--- config.mk ---
export PLATFORM = sky130hd
export DESIGN_NAME = burst_addr_seq
export DESIGN_NICKNAME = d
export VERILOG_FILES = /design/src/rtl/burst_seq_pkg.sv /design/src/rtl/burst_start_decode.sv /design/src/rtl/burst_order_map.sv /design/src/rtl/burst_addr_seq.sv
export SDC_FILE = /design/constraint.sdc
export NUM_CORES = 1
export LEC_CHECK = 0
export BUFFER_PORTS_ARGS = -buffer_cell sky130_fd_sc_hd__buf_4
export CAP_MARGIN = 20
export CORE_MARGIN = 5
export CORE_UTILIZATION = 40
export CTS_CLUSTER_SIZE = 24
export DETAILED_ROUTE_END_ITERATION = 16
export PLACE_DENSITY_LB_ADDON = 0.05
export SLEW_MARGIN = 20
export SYNTH_ARGS = -nofsm -noshare
export SYNTH_HDL_FRONTEND = slang
export SYNTH_SLANG_ARGS = --single-unit
--- constraint.sdc ---
create_clock -name clk -period 0.9 [get_ports clk]
set_input_delay 0.09 -clock clk [delete_from_list [all_inputs] [get_ports clk]]
set_output_delay 0.09 -clock clk [all_outputs]
set_load 0.05 [all_outputs]
--- src/rtl/burst_seq_pkg.sv ---
package burst_seq_pkg;
    typedef enum logic {
        ORDER_LINEAR      = 1'b0,
        ORDER_INTERLEAVED = 1'b1
    } order_e;
endpackage

--- src/rtl/burst_start_decode.sv ---
module burst_start_decode (
    input  logic proc_stb_n,
    input  logic ctrl_stb_n,
    input  logic adv_n,
    input  logic ce_main_n,
    input  logic ce_pos,
    input  logic ce_neg_n,
    output logic take_proc,
    output logic take_ctrl,
    output logic step
);
    logic side_en;

    always_comb begin
        side_en   = ce_pos && !ce_neg_n;
        take_proc = !proc_stb_n && !ce_main_n && side_en;
        take_ctrl = !ctrl_stb_n && proc_stb_n && side_en;
        step      = !adv_n && proc_stb_n && ctrl_stb_n;
    end

    always_comb begin
        assert (!(take_proc && take_ctrl))
            else $error("AST_ONE_START violated");
        assert (!(step && (take_proc || take_ctrl)))
            else $error("AST_NO_STEP_ON_START violated");
    end
endmodule

--- src/rtl/burst_order_map.sv ---
module burst_order_map #(
    parameter int ADDR_W     = 18,
    parameter int BURST_BITS = 2
) (
    input  logic [ADDR_W-1:0]     base,
    input  logic [BURST_BITS-1:0] count,
    input  logic                  order_sel,
    output logic [ADDR_W-1:0]     addr
);
    import burst_seq_pkg::*;

    logic [BURST_BITS-1:0] low_xor;
    logic [BURST_BITS-1:0] low_add;

    always_comb begin
        low_xor = base[BURST_BITS-1:0] ^ count;
        low_add = base[BURST_BITS-1:0] + count;
        addr    = base;
        if (order_e'(order_sel) == ORDER_INTERLEAVED)
            addr[BURST_BITS-1:0] = low_xor;
        else
            addr[BURST_BITS-1:0] = low_add;
    end

    always_comb begin
        assert (addr[ADDR_W-1:BURST_BITS] == base[ADDR_W-1:BURST_BITS])
            else $error("AST_UPPER_PASS violated");
        assert ((count != '0) || (addr == base))
            else $error("AST_COUNT_ZERO_IS_BASE violated");
    end
endmodule

--- src/rtl/burst_addr_seq.sv ---
module burst_addr_seq #(
    parameter int ADDR_W     = 18,
    parameter int BURST_BITS = 2
) (
    input  logic              clk,
    input  logic              rst_n,
    input  logic [ADDR_W-1:0] ext_addr,
    input  logic              proc_stb_n,
    input  logic              ctrl_stb_n,
    input  logic              adv_n,
    input  logic              ce_main_n,
    input  logic              ce_pos,
    input  logic              ce_neg_n,
    input  logic              order_sel,
    output logic [ADDR_W-1:0] word_addr
);
    localparam logic [BURST_BITS-1:0] CNT_ONE = BURST_BITS'(1);

    typedef struct packed {
        logic [ADDR_W-1:0]     base;
        logic [BURST_BITS-1:0] cnt;
    } seq_state_t;

    seq_state_t st_d, st_q;
    logic take_proc, take_ctrl, step;

    burst_start_decode i_decode (
        .proc_stb_n (proc_stb_n),
        .ctrl_stb_n (ctrl_stb_n),
        .adv_n      (adv_n),
        .ce_main_n  (ce_main_n),
        .ce_pos     (ce_pos),
        .ce_neg_n   (ce_neg_n),
        .take_proc  (take_proc),
        .take_ctrl  (take_ctrl),
        .step       (step)
    );

    always_comb begin
        st_d = st_q;
        if (take_proc || take_ctrl) begin
            st_d.base = ext_addr;
            st_d.cnt  = '0;
        end else if (step) begin
            st_d.cnt  = st_q.cnt + CNT_ONE;
        end
    end

    always_ff @(posedge clk or negedge rst_n) begin
        if (!rst_n) st_q <= '0;
        else        st_q <= st_d;
    end

    burst_order_map #(
        .ADDR_W     (ADDR_W),
        .BURST_BITS (BURST_BITS)
    ) i_map (
        .base      (st_q.base),
        .count     (st_q.cnt),
        .order_sel (order_sel),
        .addr      (word_addr)
    );

    AST_PROC_CAPTURE: assert property (@(posedge clk) disable iff (!rst_n)
        (!proc_stb_n && !ce_main_n && ce_pos && !ce_neg_n)
        |=> (st_q.base == $past(ext_addr) && st_q.cnt == '0));
    AST_MASTER_BLOCK: assert property (@(posedge clk) disable iff (!rst_n)
        (ce_main_n && ctrl_stb_n && !proc_stb_n)
        |=> ($stable(st_q.base) && $stable(st_q.cnt)));
    AST_CTRL_CAPTURE: assert property (@(posedge clk) disable iff (!rst_n)
        (!ctrl_stb_n && proc_stb_n && ce_pos && !ce_neg_n)
        |=> (st_q.base == $past(ext_addr) && st_q.cnt == '0));
    AST_ADV_STEP: assert property (@(posedge clk) disable iff (!rst_n)
        (!adv_n && proc_stb_n && ctrl_stb_n)
        |=> (st_q.cnt == BURST_BITS'($past(st_q.cnt) + CNT_ONE)
             && $stable(st_q.base)));
    AST_HOLD: assert property (@(posedge clk) disable iff (!rst_n)
        (adv_n && proc_stb_n && ctrl_stb_n)
        |=> ($stable(st_q.base) && $stable(st_q.cnt)));
    AST_RESET_ZERO: assert property (@(posedge clk)
        !rst_n |-> (word_addr == '0));
endmodule

---- Word level (Yosys, flattened, before mapping) ----
Cells that the tools add are included.
Widths: inputs -> output; s select.
word-level totals
  register bits ........................... 20
  output and inout bits ................... 18
  logic and storage cells ................. 22
cells by class
  bitwise operators ....................... 1
  mux-type cells .......................... 3
  reductions and logical operators ........ 14
  add/sub/neg operators ................... 2
operator list
  operator             number
  $logic_and 1x1->1    7
  $mux 2               3
  $logic_not 1->1      5
  $add 2x1->2 const B  1
  $add 2x2->2          1
  $reduce_bool 2->1    1
  $xor 2x2->2          1
  $logic_or 1x1->1     1

---- Logic depth before layout (Yosys ltp) ----
Gate-level depths: netlist of run 1.
  depth in word-level cells ............... 5
  mapped depth ............................ 4

---- Hierarchy ----
A second synthesis of run 1 with hierarchy kept.
second synthesis, totals
  cell total of the unflattened synthesis .. 69
  area total of the unflattened synthesis .. 1031.0 um^2
modules (own cells, without submodules)
  module              cells each  times used  sequential area each (um^2)  area each (um^2)
  burst_addr_seq      46          1           500.5                        837.1
  burst_order_map     20          1           0.0                          156.4
  burst_start_decode  3           1           0.0                          37.5

---- Worst setup path after synthesis of run 1 ----
OpenSTA, ideal clock, no wires.
  path kind ............................... flip-flop to output port
  start ................................... reg st_q[0] (netlist name)
  end ..................................... out word_addr[1]
  path buffers ............................ 0
  cell stages (with the launch flop) ...... 4
  arrival ................................. 1.519 ns
  required time ........................... 0.810 ns
  setup slack ............................. -0.709 ns
  path through ............................ dfrtp_1 > ha_1 > nor2b_1 > xnor2_1
between the ends
  word-level cells in the longest chain between the ends .. 2
RTL lines
  element                   RTL line               text
  start: declaration        burst_addr_seq.sv:24   seq_state_t st_d, st_q;
  start signal: assignment  burst_addr_seq.sv:51   else st_q <= st_d;
  $add 2x2->2               burst_order_map.sv:17  low_add = base[BURST_BITS-1:0] + count;
  $mux 2                    burst_order_map.sv:19  if (order_e'(order_sel) == ORDER_INTERLEAVED)
  end: declaration          burst_addr_seq.sv:15   output logic [ADDR_W-1:0] word_addr
Every way passes these cells.

---- Worst setup path after layout of run 1 ----
  start ................................... reg st_q[2] (netlist name)
  end ..................................... out word_addr[1]
The elaborated chain is that of the path after synthesis.

==> results_dict.tcl, run 1 <==
set metrics [dict create \
    status "complete, but fails checks" \
    violated_checks "negative setup slack" \
    post_synth_num_cell_types 13 \
    post-route-util 0.688 \
    die-width_microns 60.8 \
    tritoncts.num_buffers 3 \
    wire_length_of_the_first_global_routing_pass_microns 3140 \
    routed_wire_length_per_instance_microns 13.8 \
    fp-row-count 18 \
    ios 45 \
    worst_skew_pair.late_latency_ns 0.30 \
    worst-path-max-fanout 2 \
    grt_overflow_total 0 \
    postSynthNetCount 97 \
    ys_seq_elements 20 \
    tightestPinTransition_ns 0.257 \
    hold_path_startpoint "ext_addr[12]" \
    report.final.hold_viol_count 0 \
    timing.critical_path.cells "ha_4 > nor2b_4 > xnor2_4 > buf_6" \
    post_layout_cell_count 157 \
    timing.reg2reg.setup_slack_ns -0.09 \
    holdPathEnd "st_q[14]" \
    grt_setup_unrepaired "true" \
    via_to_cell_ratio 4.43 \
    clkSlewWorstSetupHoldPaths_ns 0.12 \
    hold-path-cell-count 2 \
    yosysWarnings 0 \
    post-route-period-util 1.58 \
    fp.coreArea_sq_um 2480 \
    postSynthAreaPerCell_sq_um 15.0 \
    synth.yosys.seq_area_share 0.485 \
    worst_r2r_endpoint "st_q[1]" \
    p_leak_nw 0.866 \
    hold-worst-slack_ns 0.0175 \
    largestRegisters "st_q (20)" \
    detailedRoute.firstPassIterationCount 1 \
    skew_ns 0.0120 \
    crit_path_start_kind "register" \
    layout_min_cycle_time_ns 1.42 \
    maxSlewViolCount 0 \
    worst-setup-path-type "register to output port" \
    fraction_of_final_layout_cells_with_drive_strength_greater_than_1 0.685 \
    tritoncts_clock_tree "done" \
    crit_path_slowest_cell "sky130_fd_sc_hd__dfrtp_1" \
    detailroute.via_count 695 \
    globalplace.congestion 0.629 \
    clock-sinks 20 \
    power.density_cell_area_nw_per_um2 2450 \
    drt-initial-drc-count 0 \
    maxCapViolations 0 \
    largest_register_by_flop_count "st_q" \
    worstReg2RegStart "st_q[0]" \
    first_global_vias 725 \
    initial_antenna_violation_count 0 \
    max_clock_freq_mhz 704 \
    maxSlewHeadroom 0.829 \
    grt_usage 0.118 \
    area_growth_synth_to_finish_pct 65.2 \
    crit_family "flip-flops" \
    pin_count_of_the_biggest_net_entering_global_routing 21 \
    postRouteAntennaNets 0 \
    cts_h_tree_depth 1 \
    worst-path-buf-inv 1 \
    worst_slack_ns -0.520 \
    antenna-diode-count 0 \
    report.final.setup_viol 20 \
    ctsLongestPathBuffers 2 \
    worst-r2r-cell-count 4 \
    clock_tree.root_cell "sky130_fd_sc_hd__clkbuf_4" \
    crit_path_end_kind "output port" \
    cp_data_arrival_time_ns 1.33 \
    vdd_drop_max_v 0.00194 \
    hp-class "primary input to register" \
    crit_path_max_incr_delay_ns 0.44 \
    postRouteWirelength_microns 2170 \
    design.die.area_sq_um 3700 \
    largest_register_ff_count 20 \
    mostFrequentLayoutCells "36 x sky130_fd_sc_hd__buf_4, 21 x sky130_fd_sc_hd__buf_6, 20 x sky130_fd_sc_hd__dfrtp_1" \
    drcViolationCount 0 \
    syn-instance-count 69 \
    nNetsFinal 156 \
    io_buffers 44 \
    floorplan.initialDensity 0.417 \
    critical_path_required_ns 0.81 \
    mappedNetlistArea_sq_um 1030 \
    num-fill-cells 189 \
    die_y_microns 60.8 \
    place.detailed.instances 132 \
    layout.cells.most_common "sky130_fd_sc_hd__buf_4" \
]
[logic make-up after synthesis]
family | after synthesis | synth area share
xor+xnor | 4 | 0.0339
fa+ha+maj | 1 | 0.0121
buf+inv | 18 | 0.138
flops | 20 | 0.485
mux | 18 | 0.262
simple gates | 8 | 0.0691
[worst max-delay path by stage]
| stage | from | endpoint | slack [ns] | depth (start not counted) |
|---|---|---|---|---|
| floorplan | st_q[0] | word_addr[1] | -0.23 | 3 |
| global placement | st_q[2] | word_addr[1] | -0.20 | 4 |
| detailed placement | st_q[2] | word_addr[1] | -0.23 | 4 |
| CTS | st_q[2] | word_addr[1] | -0.54 | 4 |
| global route | st_q[0] | word_addr[1] | -0.59 | 4 |
| finish | st_q[2] | word_addr[1] | -0.52 | 4 |
[cell usage after synthesis (all sizes together)]
cell type,count,area (sq um)
nand2,1,3.75
buf,18,143
ha,1,12.5
mux2,18,270
nand2b,1,8.76
and2,2,12.5
nand3b,1,7.51
xnor2,4,35.0
dfrtp,20,500
nor2b,1,6.26
nand4b,2,32.5
[layer usage]
| layer | share of wire | track usage |
|---|---|---|
| met5 | 0 | 0 |
| met3 | 0.054 | 0.0319 |
| met1 | 0.39 | 0.144 |
| met4 | 0.0055 | 0.0464 |
| met2 | 0.55 | 0.197 |
[metrics by stage]
step           total power [W]  TNS (ns)  setup slack, ns  cell area, sq um
5_1_grt                0.00438     -3.01           -0.590              1710
6_report               0.00418     -1.96           -0.520              1710
3_5_place_dp           0.00306     -3.00           -0.231              1370
3_3_place_gp           0.00304     -3.03           -0.198              1370
4_1_cts                0.00412     -2.14           -0.542              1570
2_1_floorplan          0.00270    -0.285           -0.229              1070
[cell type report]
cell class	instances	area, sq um	area share
Clock buffer	3	22.5	0.0132
Multi-Input combinational cell	31	433	0.254
Timing Repair Buffer	72	682	0.400
Tap cell	30	37.5	0.0220
Clock inverter	1	30.0	0.0176
Sequential cell	20	500	0.293
[what timing repair did]
| item | CTS | global route |
|---|---|---|
| endpoints found under the setup margin | 19 | 24 |
| pin swaps | 5 | 1 |
| resized for setup | 21 | 3 |
| hold buffers | 2 | 10 |
| endpoints found under the hold margin | 21 | 10 |
| buffers inserted | 6 | 3 |
[power by group]
part / total [W] / internal [W] / switching, W
logic: 0.00219 / 0.00112 / 0.00107
registers: 0.00126 / 0.00110 / 0.000162
clock network: 0.000733 / 0.000450 / 0.000283
(Power assumes the default switching activity.)
==> run 2: changes to the inputs <==
--- a/config.mk
+++ b/config.mk
@@ -12,6 +12,7 @@
 export CTS_CLUSTER_SIZE = 24
 export DETAILED_ROUTE_END_ITERATION = 16
 export PLACE_DENSITY_LB_ADDON = 0.05
+export REMOVE_ABC_BUFFERS = 1
 export SLEW_MARGIN = 20
 export SYNTH_ARGS = -nofsm -noshare
 export SYNTH_HDL_FRONTEND = slang
==> results_dict.tcl, run 2 (synthesized netlist as in run 1, its figures left out) <==
set metrics [dict create \
    mostFrequentLayoutCells "38 x sky130_fd_sc_hd__buf_4, 20 x sky130_fd_sc_hd__dfrtp_1, 18 x sky130_fd_sc_hd__mux2_4, 18 x sky130_fd_sc_hd__buf_6, 10 x sky130_fd_sc_hd__dlygate4sd3_1" \
    worst-setup-path-type "register to output port" \
    worst-path-buf-inv 1 \
    crit_family "flip-flops" \
    post-route-period-util 1.61 \
    tightestPinTransition_ns 0.262 \
    fp.coreArea_sq_um 2480 \
    initial_antenna_violation_count 0 \
    crit_path_slowest_cell "sky130_fd_sc_hd__dfrtp_1" \
    routed_wire_length_per_instance_microns 13.5 \
    worst_skew_pair.late_latency_ns 0.30 \
    hp-class "primary input to register" \
    cp_data_arrival_time_ns 1.36 \
    status "complete, but fails checks" \
    wire_length_of_the_first_global_routing_pass_microns 3190 \
    io_buffers 44 \
    layout_min_cycle_time_ns 1.45 \
    layout.cells.most_common "sky130_fd_sc_hd__buf_4" \
    ios 45 \
    worst_slack_ns -0.549 \
    nNetsFinal 153 \
    floorplan.initialDensity 0.417 \
    place.detailed.instances 132 \
    drt-initial-drc-count 3 \
    grt_setup_unrepaired "true" \
    detailedRoute.firstPassIterationCount 2 \
    crit_path_max_incr_delay_ns 0.41 \
    max_clock_freq_mhz 690 \
    power.density_cell_area_nw_per_um2 2340 \
    antenna-diode-count 0 \
    hpwlAfterDp_microns 1480 \
    report.final.hold_viol_count 0 \
    critical_path_required_ns 0.81 \
    area_growth_synth_to_finish_pct 57.3 \
    postRouteWirelength_microns 2080 \
    report.final.setup_viol 21 \
    timing.critical_path.cells "ha_2 > nor2b_4 > xnor2_1 > buf_4" \
    cts_h_tree_depth 1 \
    skew_ns 0.00677 \
    fp-row-count 18 \
    dpl_cell_area_sq_um 1340 \
    via_to_cell_ratio 4.31 \
    ctsLongestPathBuffers 2 \
    crit_path_end_kind "output port" \
    largest_register_ff_count 20 \
    post_layout_cell_count 154 \
    p_leak_nw 0.838 \
    postRouteAntennaNets 0 \
    die_y_microns 60.8 \
    tns_setup_ns -1.96 \
    maxSlewHeadroom 0.825 \
    die-width_microns 60.8 \
    design.die.area_sq_um 3700 \
    clock-sinks 20 \
    detailroute.via_count 664 \
    tritoncts.num_buffers 3 \
    worst-path-max-fanout 2 \
    violated_checks "negative setup slack" \
    largest_register_by_flop_count "st_q" \
    grt_usage 0.117 \
    pin_count_of_the_biggest_net_entering_global_routing 21 \
    vdd_drop_max_v 0.00154 \
    clock_tree.root_cell "sky130_fd_sc_hd__clkbuf_4" \
    globalplace.congestion 0.642 \
    first_global_vias 727 \
    grt_overflow_total 0 \
    postLayoutCellArea_sq_um 1620 \
    fraction_of_final_layout_cells_with_drive_strength_greater_than_1 0.694 \
    largestRegisters "st_q (20)" \
    crit_path_start_kind "register" \
    maxSlewViolCount 0 \
    tritoncts_clock_tree "done" \
    maxCapViolations 0 \
    total_power_after_layout_w 0.00380 \
    drcViolationCount 0 \
    clkSlewWorstSetupHoldPaths_ns 0.12 \
    preCtsSetupSlack_ns -0.221 \
]
==> run 2: cell count changes in the layout (fill, tap and decap cells not counted) <==
cell / change
sky130_fd_sc_hd__nand2b_4: -1
sky130_fd_sc_hd__clkbuf_8: +1
sky130_fd_sc_hd__buf_4: +2
sky130_fd_sc_hd__bufinv_16: -1
sky130_fd_sc_hd__dlygate4sd3_1: -2
sky130_fd_sc_hd__xnor2_2: +1
sky130_fd_sc_hd__ha_4: -1
sky130_fd_sc_hd__xnor2_4: -1
sky130_fd_sc_hd__ha_2: +1
sky130_fd_sc_hd__buf_6: -3
sky130_fd_sc_hd__nand2b_2: +1
==> run 2: path summary, 6_finish.rpt <==
check	from	slack, ns	cells after the start	endpoint
max reg2reg	st_q[0]	-0.07	4	st_q[1]
min reg2reg	st_q[2]	0.55	1	st_q[2]
min in group asynchronous	rst_n	0.19	2	st_q[12]
max	st_q[2]	-0.55	4	word_addr[1]
min	ext_addr[13]	0.02	2	st_q[15]
max in group asynchronous	rst_n	0.49	2	st_q[6]
==> run 2: metal layers <==
metal  vias up  wire (microns)  track usage
li1        327               -            -
met1       312             863        0.149
met2        25            1040        0.195
met3         0             169       0.0340
met4         0               0       0.0279
met5         -               0            0
==> run 2: layout make-up <==
| type | instances | area (sq um) |
|---|---|---|
| multi-input combinational | 31 | 407 |
| sequential | 20 | 500 |
| tap | 30 | 37.5 |
| clock buffer | 4 | 36.3 |
| fill | 200 | 853 |
| timing repair buffer | 69 | 643 |
==> run 2: timing repair <==
| item | 4_1_cts | 5_1_grt |
|---|---|---|
| resized for setup | 17 | 7 |
| hold buffers | 8 | 2 |
| setup endpoints to repair | 19 | 24 |
| setup buffers | 5 | 3 |
| endpoints found under the hold margin | 27 | 2 |
| pin swaps | 0 | 6 |
==> run 2: worst register-to-register path: stages (launching register included) <==
cell and delay (ns):
sky130_fd_sc_hd__dfrtp_1 0.38, sky130_fd_sc_hd__buf_6 0.11, sky130_fd_sc_hd__nand4b_1 0.12, sky130_fd_sc_hd__xnor2_1 0.15, sky130_fd_sc_hd__and2_1 0.13
==> run 2: report_power, final <==
part,switching [W],internal [W],total (W)
logic,0.00104,0.000996,0.00203
registers,0.000150,0.00110,0.00125
clock network,0.000278,0.000246,0.000524
total,0.00147,0.00234,0.00380
==> run 2: through the flow <==
stage / util / hold slack (ns)
floorplan: - / -0.206
global placement: 0.539 / -0.0163
detailed placement: 0.539 / -0.0131
CTS: 0.627 / 0.000475
global route: 0.656 / 0.00251
finish: 0.656 / 0.0155
